File: src/rtl/wdt_window_pkg.sv
// Shared types for the window watchdog checker.
// Assumes: none; purely declarative.
package wdt_window_pkg;

    // Outcome reported for the current cycle by the pulse timer.
    typedef enum logic [1:0] {
        PW_NONE = 2'd0,   // nothing judged this cycle
        PW_GOOD = 2'd1,   // a pulse ended strictly inside the window
        PW_BAD  = 2'd2    // short pulse, long pulse or timeout
    } pw_verdict_t;

endpackage

File: src/rtl/wdt_pulse_timer.sv
// Pulse-width timer and window classifier.
// Counts reference cycles since the last edge. The count saturates at HI_CYC.
// It judges each ending pulse against the window and reports a timeout when
// HI_CYC cycles pass without an edge. The first edge after reset or enable
// only arms the judge.
// Assumes: LO_CYC + 1 < HI_CYC; edge_i is a one-cycle pulse per level change.
module wdt_pulse_timer
    import wdt_window_pkg::*;
#(
    parameter int LO_CYC = 26,
    parameter int HI_CYC = 89,
    parameter int CNT_W  = $clog2(HI_CYC + 1)
) (
    input  logic             clk,
    input  logic             rst_n,
    input  logic             enable,
    input  logic             edge_i,
    output pw_verdict_t      verdict_o,
    output logic [CNT_W-1:0] cnt_o,
    output logic             armed_o
);

    localparam logic [CNT_W-1:0] LO_V  = CNT_W'(LO_CYC);
    localparam logic [CNT_W-1:0] HI_V  = CNT_W'(HI_CYC);
    localparam logic [CNT_W-1:0] TO_V  = CNT_W'(HI_CYC - 1);
    localparam logic [CNT_W-1:0] ONE_V = CNT_W'(1);

    logic [CNT_W-1:0] cnt;
    logic             armed;

    // Width counter: restarts at one on an edge, saturates at the upper bound.
    always_ff @(posedge clk) begin
        if (!rst_n || !enable) begin
            cnt   <= '0;
            armed <= 1'b0;
        end else if (edge_i) begin
            cnt   <= ONE_V;
            armed <= 1'b1;
        end else if (cnt != HI_V) begin
            cnt   <= cnt + ONE_V;
        end
    end

    // Classify the pulse that ends now, or flag a timeout.
    always_comb begin
        verdict_o = PW_NONE;
        if (enable) begin
            if (edge_i) begin
                if (armed) begin
                    if (cnt <= LO_V || cnt >= HI_V) verdict_o = PW_BAD;
                    else                            verdict_o = PW_GOOD;
                end
            end else if (cnt == TO_V) begin
                verdict_o = PW_BAD;
            end
        end
    end

    assign cnt_o   = cnt;
    assign armed_o = armed;

endmodule

File: config.mk
export PLATFORM = sky130hd
export DESIGN_NAME = wdt_pulse_timer
export DESIGN_NICKNAME = d
export VERILOG_FILES = /design/src/rtl/wdt_window_pkg.sv /design/src/rtl/wdt_pulse_timer.sv
export SDC_FILE = /design/constraint.sdc
export NUM_CORES = 1
export LEC_CHECK = 0
export ABC_AREA = 1
export BUFFER_PORTS_ARGS = -buffer_cell sky130_fd_sc_hd__buf_4
export CAP_MARGIN = 20
export CORE_MARGIN = 2
export CORE_UTILIZATION = 28
export CTS_CLUSTER_SIZE = 25
export DETAILED_ROUTE_END_ITERATION = 16
export PLACE_DENSITY = 0.53
export SLEW_MARGIN = 25
export SYNTH_ARGS = -nofsm -noshare
export SYNTH_HDL_FRONTEND = slang
export SYNTH_SLANG_ARGS = --single-unit
File: constraint.sdc
create_clock -name clk -period 1.4 [get_ports clk]
set_input_delay 0.14 -clock clk [delete_from_list [all_inputs] [get_ports clk]]
set_output_delay 0.14 -clock clk [all_outputs]
set_load 0.01 [all_outputs]
==> results.txt, run 1 <==
The run finished, with violations left. The checks that failed: negative setup slack. The final clock skew is 0.00513 ns. Setup repair after global routing could not meet its margin everywhere. The clock transition at the register clock pins on the worst setup and hold paths after CTS is 0.06 ns.

The footprint of the multi-input gates came out at 370 µm². Power comes to 0.479 mW. The maximum clock rate is 619 MHz. The tree built by TritonCTS fans out to 8 sinks. The routed wirelength normalized by instance count came out at 10.6 µm.

The most critical setup path has its startpoint at cnt_o[1]$_SDFFE_PP0N_. The CTS buffer count came out at 3. For this run the aggregate overflow at the end of global routing stands at 0.

The clock latency on the worst-skew pair came out at 0.25 ns. The global-route wire length before repair came out at 2.11 mm. The required arrival time at the worst endpoint came out at 1.57 ns. The commonest cells after synthesis are 14 x nor2_1, 12 x nand2_1, 8 x dfxtp_1, 8 x inv_1, 6 x a21oi_1. The reported net switching power is 0.119 mW. TritonCTS built the clock tree. In this run, synthesis inferred 0 flip-flops with an integrated enable. The area of the mapped netlist came out at 523 µm².

For this block, the via count after detailed routing is 596. The most common cell type on the critical path is buf_4. The footprint of the flip-flops and latches is 175 µm². The fraction of layout instances using a drive strength above 1 is 0.582.

The number of warnings printed during yosys synthesis came out at 0. The per-cell via count in the routed design is 4.41. At the pin with the least slew margin, the transition time is 0.220 ns. The number of nets in the layout is 120.

Once layout is complete, the cells apart from fillers number 135. The maximum fanout encountered on the critical timing path came out at 4. The die width came out at 47.2 µm. The count of antenna-violating nets left after detailed routing is 0. The hold violation count in the final report came out at 0. The overall global routing resource usage is 0.137. The headroom to the max-slew limit came out at 0.852. Setup total negative slack on the finished layout was measured at -0.950 ns. The kind of cell adding the most delay to the critical path is buffers and inverters. For this run, the register share of the synthesized area comes to 0.306. Entering global routing, the biggest net connects 8 pins. CTS built an H-tree with a depth of 1.

The number of register bits inferred by synthesis is 8. The final worst setup slack came out at -0.215 ns. The primary flip-flop cell chosen by synthesis mapping is dfxtp_1. The number of nets handed over by synthesis was 87.

The delay of the slowest cell on the worst path came out at 0.36 ns. The die area is 0.00223 mm². The growth of design area from synthesis to finish is 69.1%.

The startpoint identified for the worst hold timing path is edge_i. The fraction of synthesis flops using an asynchronous set or reset pin came out at 0. The effective utilization at floorplan came out at 0.300. The worst setup path is captured at a flop. The number of remaining DRC errors came out at 0.

The detailed-routing iteration count for the pre-antenna-repair pass came out at 2. The mean instance size in the synthesized netlist is 6.62 µm². In this run the critical register-to-register path is launched from cnt_o[1]$_SDFFE_PP0N_. The number of DRC markers after the initial detailed-route iteration is 6. The peak ir drop on the vdd network is 0.517 mV. Of the total power, the clock network draws 0.377. The placer's final routability congestion estimate is 0.760. The critical-path cell with the highest stage delay is dfxtp_4. Synthesis instantiated 21 different standard cells from the library. The worst setup path is launched from a flop. The cell count after synthesis is 79. The number of placed I/O pins is 14. The floorplan step defined a core boundary enclosing 0.00175 mm². The post-detailed-placement cell area came out at 693 µm². The number of global-route vias before repair came out at 508. Ranked by total cell area, the synthesized netlist is headed by dfxtp_1 31%, nor2_1 10%, ha_1 9.6%. The power per cell area came out at 541 mW/mm². The critical path in this run is classified as reg2reg. The most common cell in the synthesized netlist is nor2_1. The number of antenna violations at the first check in global routing is 0.

Walking the worst path, the cells encountered are inv_4 -> ha_4 -> nand2_2 -> inv_2 -> nand3_2 -> buf_4 -> buf_6 -> buf_4 -> buf_4 -> buf_6 -> inv_6 -> o21ai_2 -> a21oi_1. The smallest clock period supported by the final layout is computed as 1.61 ns. The cell type with the highest aggregate area in the netlist is dfxtp_1. The final count of negative-setup-slack endpoints is 5. Max-cap violations in this run came to 0. The max-slew violation count came to 0.

Data on the critical path arrives at its endpoint at 1.79 ns. The static power due to leakage is 0.364 nW. The fraction of the cycle the final worst path needs is 1.15. The maximum root-to-sink buffer count is 2.

The number of buffer and inverter stages on the critical path came out at 8. The top cell type's share of synthesized area came out at 0.306. The tightest min-delay check is of the in2reg type. The final instance area came out at 885 µm². The antenna diode count is 0. Final hold analysis gives a worst-case slack of 0.169 ns. Buffers placed on the I/O ports in this run total 13. The total detailed-routing wirelength is 1.44 mm. The proportion of total power due to net switching came out at 0.248. The chip height is 47.2 µm. The relative contribution of combinational cells to total power came out at 0.136. The internal power of the cells totals 0.360 mW. The buffer cell driving the clock tree root is clkbuf_4. The number of instances in the placed design is 122. Row generation in the floorplan step produced 15 rows. Of the total power, registers draw 0.487. The number of fill cells is 165. Detailed placement finished with a half-perimeter wire length of 932 µm.
==> tightest hold or removal path: stages <==
cell and delay [ns]:
buf_4 0.13, nor2_1 0.05, nor2_1 0.07
==> power groups by stage <==
stage                     Clock (mW)  Combinational, mW  Sequential [mW]
after floorplan                    0             0.0158            0.243
after global placement             0             0.0463            0.240
after detailed placement           0             0.0459            0.240
after CTS                      0.183             0.0543            0.236
after global routing           0.203             0.0703            0.234
final                          0.180             0.0650            0.233
==> final timing paths <==
kind	to	slack, ns	cells past startpoint
min	armed_o$_SDFFE_PP0P_	0.17	3
min reg2reg	cnt_o[4]$_SDFFE_PP0N_	0.51	2
max	cnt_o[1]$_SDFFE_PP0N_	-0.21	13
max reg2reg	cnt_o[1]$_SDFFE_PP0N_	-0.21	13
==> cells in the final DEF (no fill, tap or decap), types with 2 or more instances in the layout <==
cell type	instances
ha_4	2
nand4_1	2
clkbuf_4	3
inv_2	5
a21oi_2	2
inv_4	2
nand2_2	6
dfxtp_4	3
a21oi_1	4
o21ai_1	2
buf_6	2
nand2_1	9
ha_1	2
dfxtp_1	2
nand3_1	3
inv_1	4
dfxtp_2	3
buf_4	27
nor2_2	3
nor2_1	12
==> registers in the layout, summed over array words and instances, names as in the netlist <==
register  count
cnt_o         7
armed_o       1
==> kinds of logic after synthesis <==
logic type               share of synthesized area
AO/OA/AOI/OAI                                0.127
buffers and inverters                        0.103
XOR/XNOR                                    0.0167
AND/OR/NAND/NOR                              0.352
adder cells (fa/ha/maj)                     0.0957
flip-flops                                   0.306
==> what timing repair did <==
item / 4_1_cts / 5_1_grt
pin swaps: 7 / 5
buffers inserted: 6 / 4
setup endpoints to repair: 2 / 5
gates cloned: 0 / 0
resized for setup: 18 / 18
hold buffers: 0 / 0
==> layout make-up <==
class                      instances  area share
clock buffer                       3      0.0255
inverter                          13      0.0679
multi-input combinational         57       0.419
sequential                         8       0.198
tap                               25      0.0354
timing repair buffer              29       0.255
==> metrics by stage <==
stage           util  setup WS (ns)
2_1_floorplan      -         0.0483
3_3_place_gp   0.397         0.0286
3_5_place_dp   0.397         0.0231
4_1_cts        0.458         -0.183
5_1_grt        0.507         -0.301
6_report       0.507         -0.215
==> metal layers <==
| metal | global-route usage | up-vias | share of wire |
|---|---|---|---|
| li1 | - | 321 | - |
| met5 | 0 | - | 0 |
| met3 | 0.0462 | 2 | 0.019 |
| met4 | 0.0500 | 0 | 0.013 |
| met2 | 0.216 | 5 | 0.51 |
| met1 | 0.172 | 268 | 0.45 |
(Power assumes the default switching activity.)
==> run 2: changes to the inputs <==
--- a/config.mk
+++ b/config.mk
@@ -13,6 +13,7 @@
 export CTS_CLUSTER_SIZE = 25
 export DETAILED_ROUTE_END_ITERATION = 16
 export PLACE_DENSITY = 0.53
+export SKIP_CTS_REPAIR_TIMING = 1
 export SLEW_MARGIN = 25
 export SYNTH_ARGS = -nofsm -noshare
 export SYNTH_HDL_FRONTEND = slang
==> run 2 against run 1 <==
  * The flow still finishes with violations (negative setup slack)
  * Clock power barely moved
  * First-iteration DRC count down 17%
  * Die area unchanged
  * Cell area shrank 11%
  * Highest routed layer unchanged
==> results.txt, run 2 (synthesized netlist as in run 1, its figures left out) <==
The flow ran to the end, but the final reports show violations. The checks that failed: negative setup slack. The startpoint of the worst register-to-register path is cnt_o[1]$_SDFFE_PP0N_. STA classifies the critical path startpoint as a flop. The die area is 0.00223 mm² (unchanged). The fraction of layout instances using a drive strength above 1 came out at 0.500 (-0.0818). The top cell types in the final layout, fill and taps aside, are 21 x buf_4, 13 x nor2_1, 10 x nand2_1, 6 x inv_2. The number of nets in the layout is 112 (-6.7%). The number of DRC markers after the initial detailed-route iteration came to 5 (-1). The footprint of the multi-input gates is 350 µm² (-5.4%). The max-slew violation count is 0 (unchanged). The global-route wire length before repair is 1.96 mm (-7.2%).

The overall global routing resource usage is 0.126 (-0.0109). The post-route worst hold slack came out at 0.147 ns (-0.0223 ns). The flip-flop count of the largest register after layout is 7 (unchanged). The peak ir drop on the vdd network came out at 0.633 mV (+22%). The worst endpoint data arrival time is 1.45 ns (-0.34 ns). The maximum fanout encountered on the critical timing path came to 3 (-1).

The clock tree from TritonCTS is done. Leaving out fill and tap cells, the most frequent cell in the layout is buf_4. Walking the worst path, the cells encountered are inv_4 -> ha_4 -> nand2_2 -> inv_2 -> nand3_2 -> nand2_2 -> nor2_2 -> nand2_2 -> nand2_2 -> a21oi_2 -> buf_4. In this design, the critical path's most frequently occurring cell is nand2_2. The power per cell area came to 592 mW/mm² (+9.5%). The pre-CTS worst setup slack is 0.0231 ns (unchanged). The delay of the slowest cell on the worst path came out at 0.36 ns (about the same). The fraction of the cycle the final worst path needs was 1.13 (-0.0186). The footprint of the flip-flops and latches came out at 173 µm² (-1.4%). The effective utilization at floorplan came out at 0.300 (unchanged). By startpoint and endpoint, the worst setup path is classified as reg2out. The maximum clock rate was 629 MHz (+1.6%).

The count of antenna-violating nets left after detailed routing came to 0 (unchanged). Setup repair after global routing could not meet its margin everywhere. The die width is 47.2 µm (unchanged).

The share of the core filled with cells came out at 0.452 (-0.0552). The final clock skew is 0.00645 ns (+0.00132 ns). The worst reg-to-reg path cell count is 10 (-3). In this run the critical register-to-register path is captured at cnt_o[1]$_SDFFE_PP0N_.

The number of fill cells came out at 179 (+8.5%). The total detailed-routing wirelength is 1.22 mm (-15%). The total vias in the final route came out at 556 (-6.7%). The minimum clock period is 1.59 ns (-0.0260 ns). The clock net sink count was 8 (unchanged). The pin count of the biggest net entering global routing came out at 8 (unchanged). For this design, the slowest cell found on the critical path is dfxtp_4. The transition at the pin with the smallest max-transition slack is 0.226 ns (+0.00589 ns).

The total of buffers placed on input and output ports is 13 (unchanged). The global-route congestion overflow total came out at 0 (unchanged). The final HPWL from detailed placement came to 932 µm (unchanged). The headroom to the max-slew limit is 0.848 (-0.00396). The final instance area came out at 788 µm² (-11%). The maximum root-to-sink buffer count came out at 2 (unchanged).

The hold violation count in the final report is 0 (unchanged). The detailed-routing iteration count for the pre-antenna-repair pass is 4 (+2). The number of antenna violations at the first check in global routing came out at 0 (unchanged). The number of placement rows is 15 (unchanged).

The area of the core is 0.00175 mm² (unchanged). The clock latency on the worst-skew pair came out at 0.25 ns (about the same). STA classifies the critical path endpoint as an output port.

The number of global-route vias before repair was 465 (-8.5%). The static power due to leakage is 0.326 nW (-10%). The number of placed I/O pins was 14 (unchanged). Relative to the synthesized area, the layout overhead comes to 50.7%. The setup slack on the worst flop-to-flop path is 0.07 ns (+0.28 ns).

The required arrival time at the worst endpoint came out at 1.26 ns (-0.31 ns). The routed wirelength normalized by instance count came out at 9.57 µm (-10%). The first element of the critical path is cnt_o[1]$_SDFFE_PP0N_.

The placer's final routability congestion estimate was 0.760 (unchanged). CTS placed an instance of clkbuf_4 at the clock tree root. The max-capacitance violation count was 0 (unchanged). The final count of negative-setup-slack endpoints came out at 2 (-3). The number of remaining DRC errors is 0 (unchanged).

The post-detailed-placement cell area came out at 693 µm² (unchanged). The final worst setup slack is -0.189 ns (+0.0260 ns). The deepest level of the CTS H-tree was 1 (unchanged). The end point of the critical path is verdict_o[1]. The antenna diode count is 0 (unchanged). The clock transition at the register clock pins on the worst setup and hold paths after CTS came to 0.05 ns (about the same).

The chip height came out at 47.2 µm (unchanged). The CTS buffer count is 3 (unchanged). The min-delay analysis places its worst path in the category in2reg. The per-cell via count in the routed design is 4.38 (-0.83%).
[run 2: how the worst min path moves through the flow]
stage | from | endpoint | slack, ns | cells past startpoint
global route | edge_i | armed_o$_SDFFE_PP0P_ | 0.16 | 3
detailed placement | edge_i | armed_o$_SDFFE_PP0P_ | 0.41 | 3
global placement | edge_i | armed_o$_SDFFE_PP0P_ | 0.40 | 3
CTS | edge_i | armed_o$_SDFFE_PP0P_ | 0.15 | 3
floorplan | edge_i | armed_o$_SDFFE_PP0P_ | 0.26 | 2
finish | edge_i | armed_o$_SDFFE_PP0P_ | 0.15 | 3
[run 2: stage by stage]
step           cells  power (mW)  TNS, ns
2_1_floorplan     79       0.259        0
3_3_place_gp     122       0.286        0
3_5_place_dp     122       0.286        0
4_1_cts          125       0.465   -0.468
5_1_grt          127       0.496   -0.582
6_report         127       0.467   -0.322
[run 2: metal layers]
metal  wire length (µm)  track usage  part of all wire
met2                578        0.178              0.48
met4                 18       0.0500             0.015
met1                580        0.172              0.48
met3                 39       0.0462             0.032
met5                  0            0                 0
[run 2: layout make-up]
cell class	count	area share
Sequential cell	8	0.219
Tap cell	25	0.0397
Multi-Input combinational cell	57	0.444
Inverter	13	0.0683
Timing Repair Buffer	21	0.200
Clock buffer	3	0.0286
[run 2: power breakdown]
| group | internal, mW | switching [mW] |
|---|---|---|
| sequential | 0.229 | 0.00571 |
| clock | 0.0983 | 0.0813 |
| combinational | 0.0275 | 0.0251 |
[run 2: critical path: cells and delay by family, from the launching register on]
| kind | cells | cell delay [ns] |
|---|---|---|
| buffers and inverters | 3 | 0.24 |
| AOI/OAI and AO/OA | 1 | 0.12 |
| adders and majority gates | 1 | 0.13 |
| and+or+nand+nor | 6 | 0.35 |
| DFF | 1 | 0.36 |
==> run 3: changes to the inputs <==
--- a/config.mk
+++ b/config.mk
@@ -18,3 +18,4 @@
 export SYNTH_ARGS = -nofsm -noshare
 export SYNTH_HDL_FRONTEND = slang
 export SYNTH_SLANG_ARGS = --single-unit
+export TNS_END_PERCENT = 30
==> run 3 against run 2 <==
  * The flow still finishes with violations (negative setup slack)
  * Final cell count did not move
  * Sequential cell count unchanged
  * Combinational power about the same
  * Clock skew did not move
  * Sequential share of layout area stayed put
  * Sequential power hardly changed
  * Fmax is the same
  * Clock power is essentially flat
  * Non-clock buffer count unchanged
  * Cell area stayed put
  * Die area did not move
  * Critical endpoint unchanged
  * Highest routed layer unchanged
==> results.txt, run 3 (synthesized netlist as in run 1, its figures left out) <==
The run finished, with violations left. The checks that failed: negative setup slack. In this run the most critical hold path is launched from edge_i. The routed wirelength normalized by instance count is 9.57 µm (unchanged). The total of buffers placed on input and output ports is 13 (unchanged).

In the layout the commonest cells are 21 x buf_4, 13 x nor2_1, 10 x nand2_1, 6 x inv_2. The number of nets in the layout came out at 112 (unchanged). The worst register-to-register path ends at cnt_o[1]$_SDFFE_PP0N_.

The clock transition at the register clock pins on the worst setup and hold paths after CTS is 0.05 ns (about the same). The deepest level of the CTS H-tree was 1 (unchanged). The number of antenna violations at the first check in global routing came to 0 (unchanged). The pin count of the biggest net entering global routing is 8 (unchanged).

The clock latency on the worst-skew pair came out at 0.25 ns (about the same). The power per cell area came out at 592 mW/mm² (unchanged). The count of antenna-violating nets left after detailed routing was 0 (unchanged). The type of the worst setup path is reg2out. The number of placed I/O pins came out at 14 (unchanged). The post-route worst hold slack is 0.147 ns (unchanged).

The post-detailed-placement cell area is 693 µm² (unchanged). The fraction of the cycle the final worst path needs is 1.13 (unchanged). The CTS buffer count was 3 (unchanged).

The required arrival time at the worst endpoint was 1.26 ns (about the same). The detailed-routing iteration count for the pre-antenna-repair pass is 4 (unchanged). The worst register-to-register path begins at cnt_o[1]$_SDFFE_PP0N_. The global-route wire length before repair is 1.96 mm (unchanged). Traced cell by cell, the critical path runs through inv_4 -> ha_4 -> nand2_2 -> inv_2 -> nand3_2 -> nand2_2 -> nor2_2 -> nand2_2 -> nand2_2 -> a21oi_2 -> buf_4. The final worst setup slack came out at -0.189 ns (unchanged). The growth of design area from synthesis to finish is 50.7% (unchanged). The delay of the slowest cell on the worst path came out at 0.36 ns (about the same). The clock net sink count came out at 8 (unchanged).

The per-cell via count in the routed design came out at 4.38 (unchanged). The maximum fanout encountered on the critical timing path is 3 (unchanged). The setup slack on the worst flop-to-flop path came to 0.07 ns (about the same).

The maximum root-to-sink buffer count is 2 (unchanged). Leaving out fill and tap cells, the most frequent cell in the layout is buf_4. The final clock skew is 0.00645 ns (unchanged). The number of DRC markers after the initial detailed-route iteration is 5 (unchanged).

The kind of end point of the critical path is an output port. The total vias in the final route is 556 (unchanged). The static power due to leakage is 0.326 nW (unchanged). The total detailed-routing wirelength is 1.22 mm (unchanged). The kind of start point of the critical path is a flop. The hold violation count in the final report came out at 0 (unchanged). The maximum clock rate came out at 629 MHz (unchanged). The antenna diode count is 0 (unchanged). The peak ir drop on the vdd network was 0.633 mV (unchanged).

Tracing the worst setup path back leads to its startpoint at cnt_o[1]$_SDFFE_PP0N_. The headroom to the max-slew limit came out at 0.848 (unchanged). The final count of negative-setup-slack endpoints came out at 2 (unchanged). TritonCTS built the clock tree. By instance count, the cell type seen most on the critical path is nand2_2.

The effective utilization at floorplan is 0.300 (unchanged). The fraction of layout instances using a drive strength above 1 is 0.500 (unchanged). The area of the core is 0.00175 mm² (unchanged). The minimum clock period came out at 1.59 ns (unchanged). The worst hold path endpoint is armed_o$_SDFFE_PP0P_. The flip-flop count of the largest register after layout came out at 7 (unchanged).

The overall global routing resource usage was 0.126 (unchanged). The tightest min-delay check is of the in2reg type. The transition at the pin with the smallest max-transition slack came out at 0.226 ns (unchanged).

The global-route congestion overflow total is 0 (unchanged). The number of remaining DRC errors came out at 0 (unchanged). The placer's final routability congestion estimate is 0.760 (unchanged). The max-slew violation count came out at 0 (unchanged).

The number of global-route vias before repair came out at 465 (unchanged). The slowest stage of the critical path is the dfxtp_4 cell. The die width came out at 47.2 µm (unchanged). Setup repair after global routing could not meet its margin everywhere. The share of the core filled with cells came out at 0.452 (unchanged). The cell depth of the worst hold path came out at 3 (unchanged).

The final instance area came out at 788 µm² (unchanged). The die area came to 0.00223 mm² (unchanged). The final HPWL from detailed placement came out at 932 µm (unchanged). The max-capacitance violation count came out at 0 (unchanged). The number of placement rows is 15 (unchanged). The chip height is 47.2 µm (unchanged). CTS placed an instance of clkbuf_4 at the clock tree root. The worst endpoint data arrival time is 1.45 ns (about the same). The worst reg-to-reg path cell count is 10 (unchanged).
-- run 3: report_power, final --
part / switching [mW] / internal, mW
sequential: 0.00571 / 0.229
clock: 0.0813 / 0.0983
combinational: 0.0251 / 0.0275
total: 0.112 / 0.355
-- run 3: worst max path at each step --
stage	slack, ns	to
3_3_place_gp	0.03	verdict_o[1]
6_report	-0.19	verdict_o[1]
5_1_grt	-0.29	verdict_o[1]
3_5_place_dp	0.02	verdict_o[1]
2_1_floorplan	0.05	verdict_o[1]
4_1_cts	-0.25	verdict_o[1]
-- run 3: routing by layer --
metal | vias up | track usage | share of wire
li1 | 302 | - | -
met1 | 245 | 0.172 | 0.48
met2 | 7 | 0.178 | 0.48
met3 | 2 | 0.0462 | 0.032
met4 | 0 | 0.0500 | 0.015
met5 | - | 0 | 0
-- run 3: layout make-up --
class                           instances  area (µm²)
Tap cell                               25        31.3
Multi-Input combinational cell         57         350
Fill cell                             179         957
Sequential cell                         8         173
Timing Repair Buffer                   21         158
Inverter                               13        53.8
Clock buffer                            3        22.5
-- run 3: worst max-delay path, delay by kind of cell (launching register included) --
family	cells	cell delay, ns
fa+ha+maj	1	0.13
buf+inv	3	0.24
compound gates	1	0.12
flops	1	0.36
simple gates	6	0.35
-- run 3: stage by stage --
step	power [mW]	worst slack, ns	setup TNS [ns]	cells
floorplan	0.259	0.0483	0	79
global placement	0.286	0.0286	0	122
detailed placement	0.286	0.0231	0	122
CTS	0.465	-0.251	-0.468	125
global route	0.496	-0.295	-0.582	127
finish	0.467	-0.189	-0.322	127
